`src/rtl/srx_pkg.sv`:
```
`timescale 1ns/1ps
package srx_pkg;

    localparam int unsigned TICKS_PER_BIT = 16;
    localparam int unsigned TCNT_W        = $clog2(TICKS_PER_BIT);
    localparam logic [TCNT_W-1:0] MID_TICK  = TCNT_W'(TICKS_PER_BIT / 2 - 1);
    localparam logic [TCNT_W-1:0] LAST_TICK = TCNT_W'(TICKS_PER_BIT - 1);
    localparam int unsigned IDLE_W        = 10;

    typedef enum logic [2:0] {
        ST_IDLE,
        ST_START,
        ST_DATA,
        ST_PAR,
        ST_STOP
    } rx_state_e;

    typedef struct packed {
        logic [7:0] data;
        logic       perr;
        logic       ferr;
        logic       brk;
        logic       ovr;
    } rx_char_t;

    // Right-align a byte shifted in from the top, n bits long.
    function automatic logic [7:0] align_data(input logic [7:0] sh, input logic [3:0] n);
        return sh >> (4'd8 - n);
    endfunction

    // Expected parity bit for the selected mode.
    function automatic logic parity_expect(input logic [7:0] d, input logic [2:0] mode);
        logic p;
        unique case (mode[2:1])
            2'b00:   p = ~(^d);
            2'b01:   p = ^d;
            2'b10:   p = 1'b1;
            default: p = 1'b0;
        endcase
        return p;
    endfunction

    // Number of whole stop bits sampled for a stop length in half bits.
    function automatic logic [1:0] stop_count(input logic [2:0] stop_half);
        return (stop_half >= 3'd4) ? 2'd2 : 2'd1;
    endfunction

    function automatic logic [5:0] idle_limit(input logic [3:0] data_bits);
        return {data_bits, 2'b00} + 6'd12;
    endfunction

endpackage

```
`src/rtl/srx_sync.sv`:
```
`timescale 1ns/1ps
module srx_sync #(
    parameter int unsigned STAGES    = 2,
    parameter logic        RESET_VAL = 1'b1
) (
    input  logic clk,
    input  logic rst,
    input  logic d_async,
    output logic d_sync
);
    logic [STAGES-1:0] chain;

    always_ff @(posedge clk) begin
        if (rst) chain <= {STAGES{RESET_VAL}};
        else     chain <= {chain[STAGES-2:0], d_async};
    end

    assign d_sync = chain[STAGES-1];
endmodule

```
`src/rtl/srx_framer.sv`:
```
`timescale 1ns/1ps
module srx_framer
    import srx_pkg::*;
(
    input  logic       clk,
    input  logic       rst,
    input  logic       tick,
    input  logic       rx_s,
    input  logic [3:0] data_bits,
    input  logic [2:0] parity_mode,
    input  logic [2:0] stop_half,
    output logic       start_det,
    output logic       push,
    output rx_char_t   char_out
);
    rx_state_e          state;
    logic [TCNT_W-1:0]  tcnt;
    logic [3:0]         bitn;
    logic [7:0]         sh;
    logic [1:0]         stop_left;
    logic               par_bit, ferr, all_low, line_prev;

    logic [7:0] aligned;
    logic       par_exp, samp_pt, ferr_n, low_n;

    always_comb begin
        aligned = align_data(sh, data_bits);
        par_exp = parity_expect(aligned, parity_mode);
        samp_pt = (tcnt == LAST_TICK);
        ferr_n  = ferr | ~rx_s;
        low_n   = all_low & ~rx_s;
    end

    always_ff @(posedge clk) begin
        if (rst) begin
            state     <= ST_IDLE;
            tcnt      <= '0;
            bitn      <= '0;
            sh        <= '0;
            stop_left <= '0;
            par_bit   <= 1'b0;
            ferr      <= 1'b0;
            all_low   <= 1'b0;
            line_prev <= 1'b1;
            start_det <= 1'b0;
            push      <= 1'b0;
            char_out  <= '0;
        end else begin
            start_det <= 1'b0;
            push      <= 1'b0;
            if (tick) begin
                line_prev <= rx_s;
                unique case (state)
                    ST_IDLE: begin
                        if (line_prev && !rx_s) begin
                            state     <= ST_START;
                            tcnt      <= '0;
                            start_det <= 1'b1;
                        end
                    end
                    ST_START: begin
                        if (tcnt == MID_TICK) begin
                            tcnt    <= '0;
                            bitn    <= '0;
                            all_low <= 1'b1;
                            ferr    <= 1'b0;
                            state   <= rx_s ? ST_IDLE : ST_DATA;
                        end else begin
                            tcnt <= tcnt + 1'b1;
                        end
                    end
                    ST_DATA: begin
                        if (samp_pt) begin
                            tcnt    <= '0;
                            sh      <= {rx_s, sh[7:1]};
                            all_low <= low_n;
                            if (bitn == data_bits - 4'd1) begin
                                stop_left <= stop_count(stop_half);
                                state     <= parity_mode[0] ? ST_PAR : ST_STOP;
                            end else begin
                                bitn <= bitn + 4'd1;
                            end
                        end else begin
                            tcnt <= tcnt + 1'b1;
                        end
                    end
                    ST_PAR: begin
                        if (samp_pt) begin
                            tcnt    <= '0;
                            par_bit <= rx_s;
                            all_low <= low_n;
                            state   <= ST_STOP;
                        end else begin
                            tcnt <= tcnt + 1'b1;
                        end
                    end
                    ST_STOP: begin
                        if (samp_pt) begin
                            tcnt    <= '0;
                            ferr    <= ferr_n;
                            all_low <= low_n;
                            if (stop_left == 2'd1) begin
                                push          <= 1'b1;
                                state         <= ST_IDLE;
                                char_out.data <= aligned;
                                char_out.perr <= parity_mode[0] && (par_bit != par_exp);
                                char_out.ferr <= ferr_n;
                                char_out.brk  <= low_n;
                                char_out.ovr  <= 1'b0;
                            end else begin
                                stop_left <= stop_left - 2'd1;
                            end
                        end else begin
                            tcnt <= tcnt + 1'b1;
                        end
                    end
                    default: state <= ST_IDLE;
                endcase
            end
        end
    end

    // without an enable tick the sampler holds its position
    a_r10_hold_without_tick: assert property (@(posedge clk) disable iff (rst)
        !tick |=> ($stable(state) && $stable(tcnt) && $stable(bitn)));

    // a break character always carries a framing error
    a_r8_break_has_ferr: assert property (@(posedge clk) disable iff (rst)
        (push && char_out.brk) |-> char_out.ferr);
endmodule

```
`src/rtl/srx_queue.sv`:
```
`timescale 1ns/1ps
module srx_queue
    import srx_pkg::*;
#(
    parameter int unsigned DEPTH = 8,
    localparam int unsigned PW   = $clog2(DEPTH),
    localparam int unsigned CW   = PW + 1
) (
    input  logic          clk,
    input  logic          rst,
    input  logic          clear,
    input  logic          en,
    input  logic          push,
    input  rx_char_t      din,
    input  logic          pop,
    output rx_char_t      dout,
    output logic          empty,
    output logic [CW-1:0] count,
    output logic          err_any
);
    rx_char_t         mem [DEPTH];
    logic [PW-1:0]    rd_ptr, wr_ptr;
    logic [CW-1:0]    cap;
    logic             full, do_pop, do_push, ovr_evt;
    logic [DEPTH-1:0] live_err;

    always_comb begin
        cap     = en ? CW'(DEPTH) : CW'(1);
        full    = (count >= cap);
        do_pop  = pop && (count != '0);
        do_push = push && (!full || do_pop);
        ovr_evt = push && full && !do_pop;
    end

    always_ff @(posedge clk) begin
        if (rst || clear) begin
            rd_ptr <= '0;
            wr_ptr <= '0;
            count  <= '0;
        end else begin
            if (do_push) begin
                mem[wr_ptr] <= din;
                wr_ptr      <= wr_ptr + 1'b1;
            end else if (ovr_evt) begin
                mem[wr_ptr - PW'(1)].ovr <= 1'b1;
            end
            if (do_pop) rd_ptr <= rd_ptr + 1'b1;
            count <= count + CW'(do_push) - CW'(do_pop);
        end
    end

    generate
        for (genvar i = 0; i < DEPTH; i++) begin : g_live
            logic [PW-1:0] off;
            always_comb begin
                off         = PW'(i) - rd_ptr;
                live_err[i] = ({1'b0, off} < count) &&
                              (mem[i].perr || mem[i].ferr || mem[i].brk || mem[i].ovr);
            end
        end
    endgenerate

    assign err_any = |live_err;
    assign empty   = (count == '0);
    assign dout    = mem[rd_ptr];

    // occupancy never exceeds the storage
    a_r6_count_bound: assert property (@(posedge clk) disable iff (rst)
        count <= CW'(DEPTH));

    // clear leaves nothing stored
    a_r13_clear_empties: assert property (@(posedge clk) disable iff (rst)
        clear |=> (count == '0));

    // an error can only be reported for stored data
    a_r7_err_needs_data: assert property (@(posedge clk) disable iff (rst)
        err_any |-> (count != '0));
endmodule

```
`src/rtl/serial_rx_core.sv`:
```
`timescale 1ns/1ps
module serial_rx_core
    import srx_pkg::*;
#(
    parameter int unsigned DEPTH = 8,
    localparam int unsigned CW   = $clog2(DEPTH) + 1
) (
    input  logic              clk,
    input  logic              rst,
    input  logic              tick16,
    input  logic              rx_serial,
    input  logic [3:0]        data_bits,
    input  logic [2:0]        parity_mode,
    input  logic [2:0]        stop_half,
    input  logic              queue_en,
    input  logic              queue_clear,
    input  logic              rd_stb,
    output logic [7:0]        rd_data,
    output logic              rd_perr,
    output logic              rd_ferr,
    output logic              rd_brk,
    output logic              rd_ovr,
    output logic              empty,
    output logic [CW-1:0]     q_count,
    output logic              err_any,
    output logic [IDLE_W-1:0] idle_cnt,
    output logic              rx_timeout
);
    logic     rx_s, start_det, push;
    rx_char_t new_char, head;

    srx_sync #(.STAGES(2), .RESET_VAL(1'b1)) u_sync (
        .clk     (clk),
        .rst     (rst),
        .d_async (rx_serial),
        .d_sync  (rx_s)
    );

    srx_framer u_framer (
        .clk         (clk),
        .rst         (rst),
        .tick        (tick16),
        .rx_s        (rx_s),
        .data_bits   (data_bits),
        .parity_mode (parity_mode),
        .stop_half   (stop_half),
        .start_det   (start_det),
        .push        (push),
        .char_out    (new_char)
    );

    srx_queue #(.DEPTH(DEPTH)) u_queue (
        .clk     (clk),
        .rst     (rst),
        .clear   (queue_clear),
        .en      (queue_en),
        .push    (push),
        .din     (new_char),
        .pop     (rd_stb),
        .dout    (head),
        .empty   (empty),
        .count   (q_count),
        .err_any (err_any)
    );

    assign rd_data = head.data;
    assign rd_perr = head.perr;
    assign rd_ferr = head.ferr;
    assign rd_brk  = head.brk;
    assign rd_ovr  = head.ovr;

    always_ff @(posedge clk) begin
        if (rst)                      idle_cnt <= '0;
        else if (start_det || rd_stb) idle_cnt <= '0;
        else if (tick16)              idle_cnt <= idle_cnt + 1'b1;
    end

    always_ff @(posedge clk) begin
        if (rst)
            rx_timeout <= 1'b0;
        else if (rd_stb)
            rx_timeout <= 1'b0;
        else if ((idle_cnt[IDLE_W-1:4] == idle_limit(data_bits)) && !empty)
            rx_timeout <= 1'b1;
    end

    // a read always drops the timeout
    a_r11_read_clears: assert property (@(posedge clk) disable iff (rst)
        rd_stb |=> !rx_timeout);

    // no timeout can appear while nothing is stored
    a_r12_quiet_when_empty: assert property (@(posedge clk) disable iff (rst)
        (empty && !rx_timeout) |=> !rx_timeout);
endmodule

```
`config.mk`:
```
export PLATFORM = sky130hd
export DESIGN_NAME = serial_rx_core
export DESIGN_NICKNAME = d
export VERILOG_FILES = /design/src/rtl/srx_pkg.sv /design/src/rtl/srx_sync.sv /design/src/rtl/srx_framer.sv /design/src/rtl/srx_queue.sv /design/src/rtl/serial_rx_core.sv
export SDC_FILE = /design/constraint.sdc
export NUM_CORES = 1
export LEC_CHECK = 0
export BUFFER_PORTS_ARGS = -buffer_cell sky130_fd_sc_hd__buf_4
export CAP_MARGIN = 5
export CORE_UTILIZATION = 55
export DETAILED_ROUTE_END_ITERATION = 16
export PLACE_DENSITY = 0.73
export SKIP_CTS_REPAIR_TIMING = 1
export SYNTH_ARGS = -nofsm -noshare
export SYNTH_HDL_FRONTEND = slang
export SYNTH_SLANG_ARGS = --single-unit
```
`constraint.sdc`:
```
create_clock -name clk -period 3.8 [get_ports clk]
set_input_delay 0.38 -clock clk [delete_from_list [all_inputs] [get_ports clk]]
set_output_delay 0.38 -clock clk [all_outputs]
set_load 0.05 [all_outputs]
```
==> results of run 1 <==
[worst max-delay path by stage]
stage,startpoint,endpoint,slack [ns]
floorplan,u_queue.count[0]$_SDFF_PP0_,u_queue.mem[0][10]$_DFFE_PP_,0.28
global placement,u_queue.count[0]$_SDFF_PP0_,u_queue.count[2]$_SDFF_PP0_,0.88
detailed placement,u_queue.count[0]$_SDFF_PP0_,u_queue.count[2]$_SDFF_PP0_,0.76
CTS,u_queue.rd_ptr[1]$_SDFFE_PP0P_,err_any,0.68
global route,u_queue.count[0]$_SDFF_PP0_,u_queue.mem[0][8]$_DFFE_PP_,0.45
finish,u_queue.rd_ptr[1]$_SDFFE_PP0P_,err_any,0.71
[stage by stage]
step           instances  instance area (sq um)
5_1_grt              894                   8875
3_3_place_gp         862                   8270
3_5_place_dp         862                   8270
6_report             894                   8875
4_1_cts              894                   8875
2_1_floorplan        657                   7754
[power by group through the flow]
stage,Clock [W],Combinational (W),Sequential (W)
2_1_floorplan,0,0.000564,0.00192
3_3_place_gp,0,0.000755,0.00189
3_5_place_dp,0,0.000779,0.00189
4_1_cts,0.00175,0.000782,0.00185
5_1_grt,0.00180,0.000850,0.00186
6_report,0.00172,0.000779,0.00185
[routing by layer]
layer,share of wire (%),global-route usage [%]
met1,43,27.58
met2,52,39.91
met3,3.8,4.764
met4,1.2,7.562
met5,0,0
[critical path: stages, from the launching register on]
cell,delay (ns)
dfxtp_1,0.41
inv_1,0.09
ha_1,0.34
inv_1,0.05
ha_1,0.27
a21o_1,0.13
a21oi_1,0.07
nor2_1,0.09
o22ai_1,0.08
or4_1,0.54
buf_4,0.21
[cells in the mapped netlist, types with 5 or more instances]
cell / number / area, sq um
a21oi_1: 38 / 190.2
buf_2: 7 / 35.03
clkbuf_1: 21 / 78.83
dfxtp_1: 64 / 1281
edfxtp_1: 96 / 2883
ha_1: 28 / 350.3
inv_1: 30 / 112.6
mux2_2: 14 / 157.7
mux2i_1: 20 / 200.2
mux4_2: 26 / 585.6
nand2_1: 36 / 135.1
nand2b_1: 7 / 43.79
nand3_1: 9 / 45.04
nand4_1: 7 / 43.79
nor2_1: 83 / 311.6
nor2b_1: 24 / 150.1
nor3_1: 12 / 60.06
nor4_1: 11 / 68.82
o21ai_0: 18 / 90.09
o22ai_1: 5 / 31.28
or3_1: 5 / 31.28
xnor2_1: 17 / 148.9
xor2_1: 19 / 166.4
[final cells by class]
type | count | area share, %
sequential | 160 | 46.92
multi-input combinational | 436 | 37.73
clock buffer | 18 | 4.836
timing repair buffer | 56 | 4.737
tap | 180 | 2.538
clock inverter | 14 | 1.974
inverter | 30 | 1.269
[sequential cells by signal, summed over array words and instances, names as in the netlist, 2 cells and up, named ones only]
name                count
u_framer.char_out      11
u_framer.sh             8
u_framer.stop_left      2
u_queue.rd_ptr          3
u_framer.tcnt           4
u_sync.chain            2
u_queue.mem            96
u_queue.wr_ptr          3
idle_cnt               10
u_framer.state          3
u_framer.bitn           4
u_queue.count           4
[kinds of logic (layout without fill, tap and decap cells)]
logic type | Yosys count | count (layout) | synth area share [%]
simple gates | 224 | 224 | 14.61
flops | 160 | 160 | 53.74
compound gates | 84 | 84 | 6.653
buf+inv | 61 | 118 | 3.117
mux | 60 | 60 | 12.17
xor+xnor | 39 | 39 | 4.925
fa+ha+maj | 29 | 29 | 4.780
==> summary.txt, run 1 <==
share of layout cells above drive strength 1: 20.03%
Switching Share: 28.31%
most frequent cells in the layout: edfxtp_1 (96), nor2_1 (83), dfxtp_1 (64)
Pleak: 2.858 nW
ys flop type: edfxtp_1
Synth Instances: 657
#FFs+latches synth: 160
clock latency on the worst-skew pair: 0.43 ns
Ant. Diodes: 0
die footprint: 14570 sq um
hold-critical path depth: 2
Vias/cell: 5.714
CTS tree: yes
WP data required: 3.42 ns
Tot Pwr: 0.004352 W
Critical Path AT: 2.71 ns
filler instances: 1010
TNS Setup: 0 ns
minimum hold slack: 0.1336 ns
max-cap viol count: 0
WS Path Type: register to output port
first-pass GRT wire length: 25010 microns
RSZ-0062 raised after global routing: false
initial antenna violation count: 0
Int Power: 0.003120 W
DP HPWL: 10500 microns
worst IR drop on VDD: 0.0002804 V
gr ovfl total: 0
Multi-input gate area: 3348 sq um
Vias: 5108
net switching power figure: 0.001232 W
drt total wl: 15330 microns
CTS buffer count: 17
die height: 120.7 microns
# port buffers: 43
Overall Global Routing Usage: 22.65%
worst r2r src: u_queue.count[0]$_SDFF_PP0_
clock sink count: 160
WHS Endpoint: u_sync.chain[0]$_SDFF_PP1_
fmax: 0.3233 GHz
period utilization: 81.41%
Final ANT Viol Nets: 0
Initial DRT Pass Iterations: 5
critical register-to-register path endpoint: u_queue.mem[5][2]$_DFFE_PP_
Avg Cell Area, Syn: 11.79 sq um
largest net degree at the start of global routing: 43
Final Util: 64.18%
clock buffer depth: 2
startpoint class of the critical path: register
Setup crit end kind: output port
Clk network pwr share: 39.5%
Initial Util: 56.04%
worst reg-to-reg path cell count: 9
Worst Hold Class: primary input to register
count of pins over their slew limit: 0
worst-margin pin slew: 0.6930 ns
ys async rst share: 0%
root buffer cell: clkbuf_16
Detailed Route Iter0 Violations: 330
DR WL/cell: 17.15 microns
final setup fails: 0
sequential share of power: 42.6%
Worst slew margin: 53.74%
clock transition at the registers of the reported paths: 0.06 ns
worst hold start: rx_serial
final setup margin: 0.7065 ns
status: finished, final reports clean
Final Hold Fails: 0
Reg area: 4164 sq um
Gate power share: 17.9%
IO Pins: 46
setup slack, reg-to-reg: 0.72 ns
Worst Skew: 0.007966 ns
most common cell after layout, fill and taps aside: edfxtp_1
core box area: 13830 sq um
Pwr per Cell Area: 490.4 nW/um^2
vias in the first global route: 5028
Mapped Area: 7749 sq um
CP Max Fanout: 5
Residual DRC: 0
GPL Wtd Cong: 0.8147
Area Overhead vs Synth: 14.53%
final net count: 747
Place WS: 0.7618 ns
Cell variety after synth: 57
# rows: 43
register area share after synthesis: 53.74%
Die X: 120.7 microns
Net Count, Synth: 703
Post-synth EDFFs: 96
H-tree depth: 4
Yosys warning count: 0
post-layout min period: 3.094 ns
No activity file was read; power rests on OpenSTA's default activity.
==> run 2, diff against run 1 <==
- PLACE_DENSITY: 0.73 -> 0.76
- clock period: 3.8 -> 2.75 ns (I/O delays scaled with it)
==> run 2 against run 1 <==
Net effect: critical path type unchanged; via count is 2.2% higher; wire length is 4.8% higher; core utilization is 2.2 points higher; critical path depth is 1 lower; hold slack worse by 0.10 ns; highest routed layer unchanged; first-iteration DRC count is 5.5% lower; final cell count is 1.5% higher; global-route usage is 0.90 points higher.
==> summary.txt, run 2 (synthesis gave the netlist of run 1 again) <==
most frequent cells in the layout: edfxtp_1 (96), nor2_1 (77), buf_4 (61) (was edfxtp_1 (96), nor2_1 (83), dfxtp_1 (64))
Worst Skew: 0.008858 ns (was 0.007966 ns)
count of pins over their slew limit: 0 (unchanged)
worst-margin pin slew: 0.6923 ns (was 0.6930 ns)
Biggest register: u_queue.mem (unchanged)
share of layout cells above drive strength 1: 25.45% (was 20.03%)
final net count: 760 (was 747)
Largest regs: u_queue.mem: 96 flops, u_framer.char_out: 11 flops, idle_cnt: 10 flops (unchanged)
fmax: 0.3642 GHz
worst IR drop on VDD: 0.0004501 V (was 0.0002804 V)
WS Path Type: register to output port (unchanged)
clock transition at the registers of the reported paths: 0.06 ns (about the same)
die height: 120.7 microns (unchanged)
Largest register FFs: 96 (unchanged)
CTS tree: yes (unchanged)
Residual DRC: 0 (unchanged)
CTS buffer count: 17 (unchanged)
filler instances: 984 (was 1010)
first-pass GRT wire length: 26040 microns (was 25010 microns)
H-tree depth: 4 (unchanged)
Tot Pwr: 0.006024 W (was 0.004352 W)
WP data required: 2.48 ns (was 3.42 ns)
IO Pins: 46 (unchanged)
setup slack, reg-to-reg: 0.15 ns (was 0.72 ns)
post-layout min period: 2.746 ns
clock latency on the worst-skew pair: 0.43 ns (about the same)
final instance area: 9185 sq um (was 8875 sq um)
die footprint: 14570 sq um (unchanged)
Final ANT Viol Nets: 0 (unchanged)
most common cell after layout, fill and taps aside: edfxtp_1 (unchanged)
drt total wl: 16070 microns (was 15330 microns)
# port buffers: 43 (unchanged)
Area Overhead vs Synth: 18.54% (was 14.53%)
Critical Path AT: 2.47 ns (was 2.71 ns)
Finished Layout Cells: 907 (was 894)
status: finished, final reports clean (unchanged)
Initial Util: 56.04% (unchanged)
clock buffer depth: 2 (unchanged)
Vias/cell: 5.753 (was 5.714)
DP Cell Count: 873 (was 862)
Vias: 5218 (was 5108)
final setup fails: 0 (unchanged)
Initial DRT Pass Iterations: 4 (was 5)
gr ovfl total: 0 (unchanged)
dpl cell area: 8522 sq um (was 8270 sq um)
CP Max Fanout: 5 (unchanged)
startpoint class of the critical path: register (unchanged)
Detailed Route Iter0 Violations: 312 (was 330)
largest net degree at the start of global routing: 42 (was 43)
Worst Hold Class: primary input to register (unchanged)
Worst slew margin: 53.78% (was 53.74%)
RSZ-0062 raised after global routing: true (was false)
DP HPWL: 10810 microns (was 10500 microns)
Final Hold Fails: 0 (unchanged)
clock sink count: 160 (unchanged)
Setup crit end kind: output port (unchanged)
TNS Setup: 0 ns (unchanged)
Pleak: 2.942 nW (was 2.858 nW)
GPL Wtd Cong: 0.8119 (was 0.8147)
# rows: 43 (unchanged)
Pwr per Cell Area: 655.9 nW/um^2 (was 490.4 nW/um^2)
Overall Global Routing Usage: 23.55% (was 22.65%)
DR WL/cell: 17.72 microns (was 17.15 microns)
max-cap viol count: 0 (unchanged)
initial antenna violation count: 0 (unchanged)
core box area: 13830 sq um (unchanged)
Ant. Diodes: 0 (unchanged)
root buffer cell: clkbuf_16 (unchanged)
period utilization: 99.85%
vias in the first global route: 5209 (was 5028)
Die X: 120.7 microns (unchanged)
-- run 2: cell types whose count changed in the layout (fill, tap and decap cells not counted), moves of 5 or more --
cell	previous run	this run
dfxtp_4	0	5
buf_12	0	7
nor2_1	83	77
buf_4	56	61
dfxtp_1	64	58
inv_1	30	24
-- run 2: final timing paths --
path                             startpoint  cells past startpoint                          end
min reg2reg      u_sync.chain[0]$_SDFF_PP1_                      1   u_sync.chain[1]$_SDFF_PP1_
max reg2reg     u_queue.count[0]$_SDFF_PP0_                     11  u_queue.count[2]$_SDFF_PP0_
min                               rx_serial                      2   u_sync.chain[0]$_SDFF_PP1_
max          u_queue.rd_ptr[1]$_SDFFE_PP0P_                      9                      err_any
-- run 2: stage by stage --
| step | setup slack, ns | utilization, % | hold slack [ns] |
|---|---|---|---|
| 2_1_floorplan | -0.03921 | - | 0.3543 |
| 3_3_place_gp | 0.1496 | 61.63 | 0.3925 |
| 6_report | 0.004172 | 66.43 | 0.03360 |
| 4_1_cts | -0.2463 | 65.82 | 0.01651 |
| 3_5_place_dp | 0.1019 | 61.63 | 0.3970 |
| 5_1_grt | -0.08478 | 66.43 | 0.02854 |
-- run 2: per-layer routing --
metal	part of all wire (%)	vias to the layer above	GRT usage (%)
met5	0	-	0
li1	-	2506	-
met3	4.2	25	4.858
met2	53	132	41.27
met4	1.7	0	8.410
met1	41	2555	28.69
-- run 2: layout make-up --
cell class | instances | area (sq um) | area share [%]
Clock inverter | 14 | 150.1 | 1.635
Sequential cell | 160 | 4184 | 45.55
Timing Repair Buffer | 69 | 609.3 | 6.634
Multi-Input combinational cell | 436 | 3470 | 37.77
Tap cell | 180 | 225.2 | 2.452
Inverter | 30 | 117.6 | 1.280
Clock buffer | 18 | 429.2 | 4.672
-- run 2: worst max-delay path, cell delays in order (launching register included) --
cell,delay (ns)
dfxtp_4,0.37
ha_1,0.24
xnor2_2,0.18
inv_1,0.07
ha_1,0.29
a21oi_2,0.05
nor2_1,0.10
o22ai_1,0.08
or4_1,0.50
buf_6,0.17
-- run 2: where the power goes --
group          switching (W)  internal (W)
clock network       0.000991       0.00128
registers          0.0000324       0.00254
logic               0.000701      0.000483
total                0.00172       0.00430
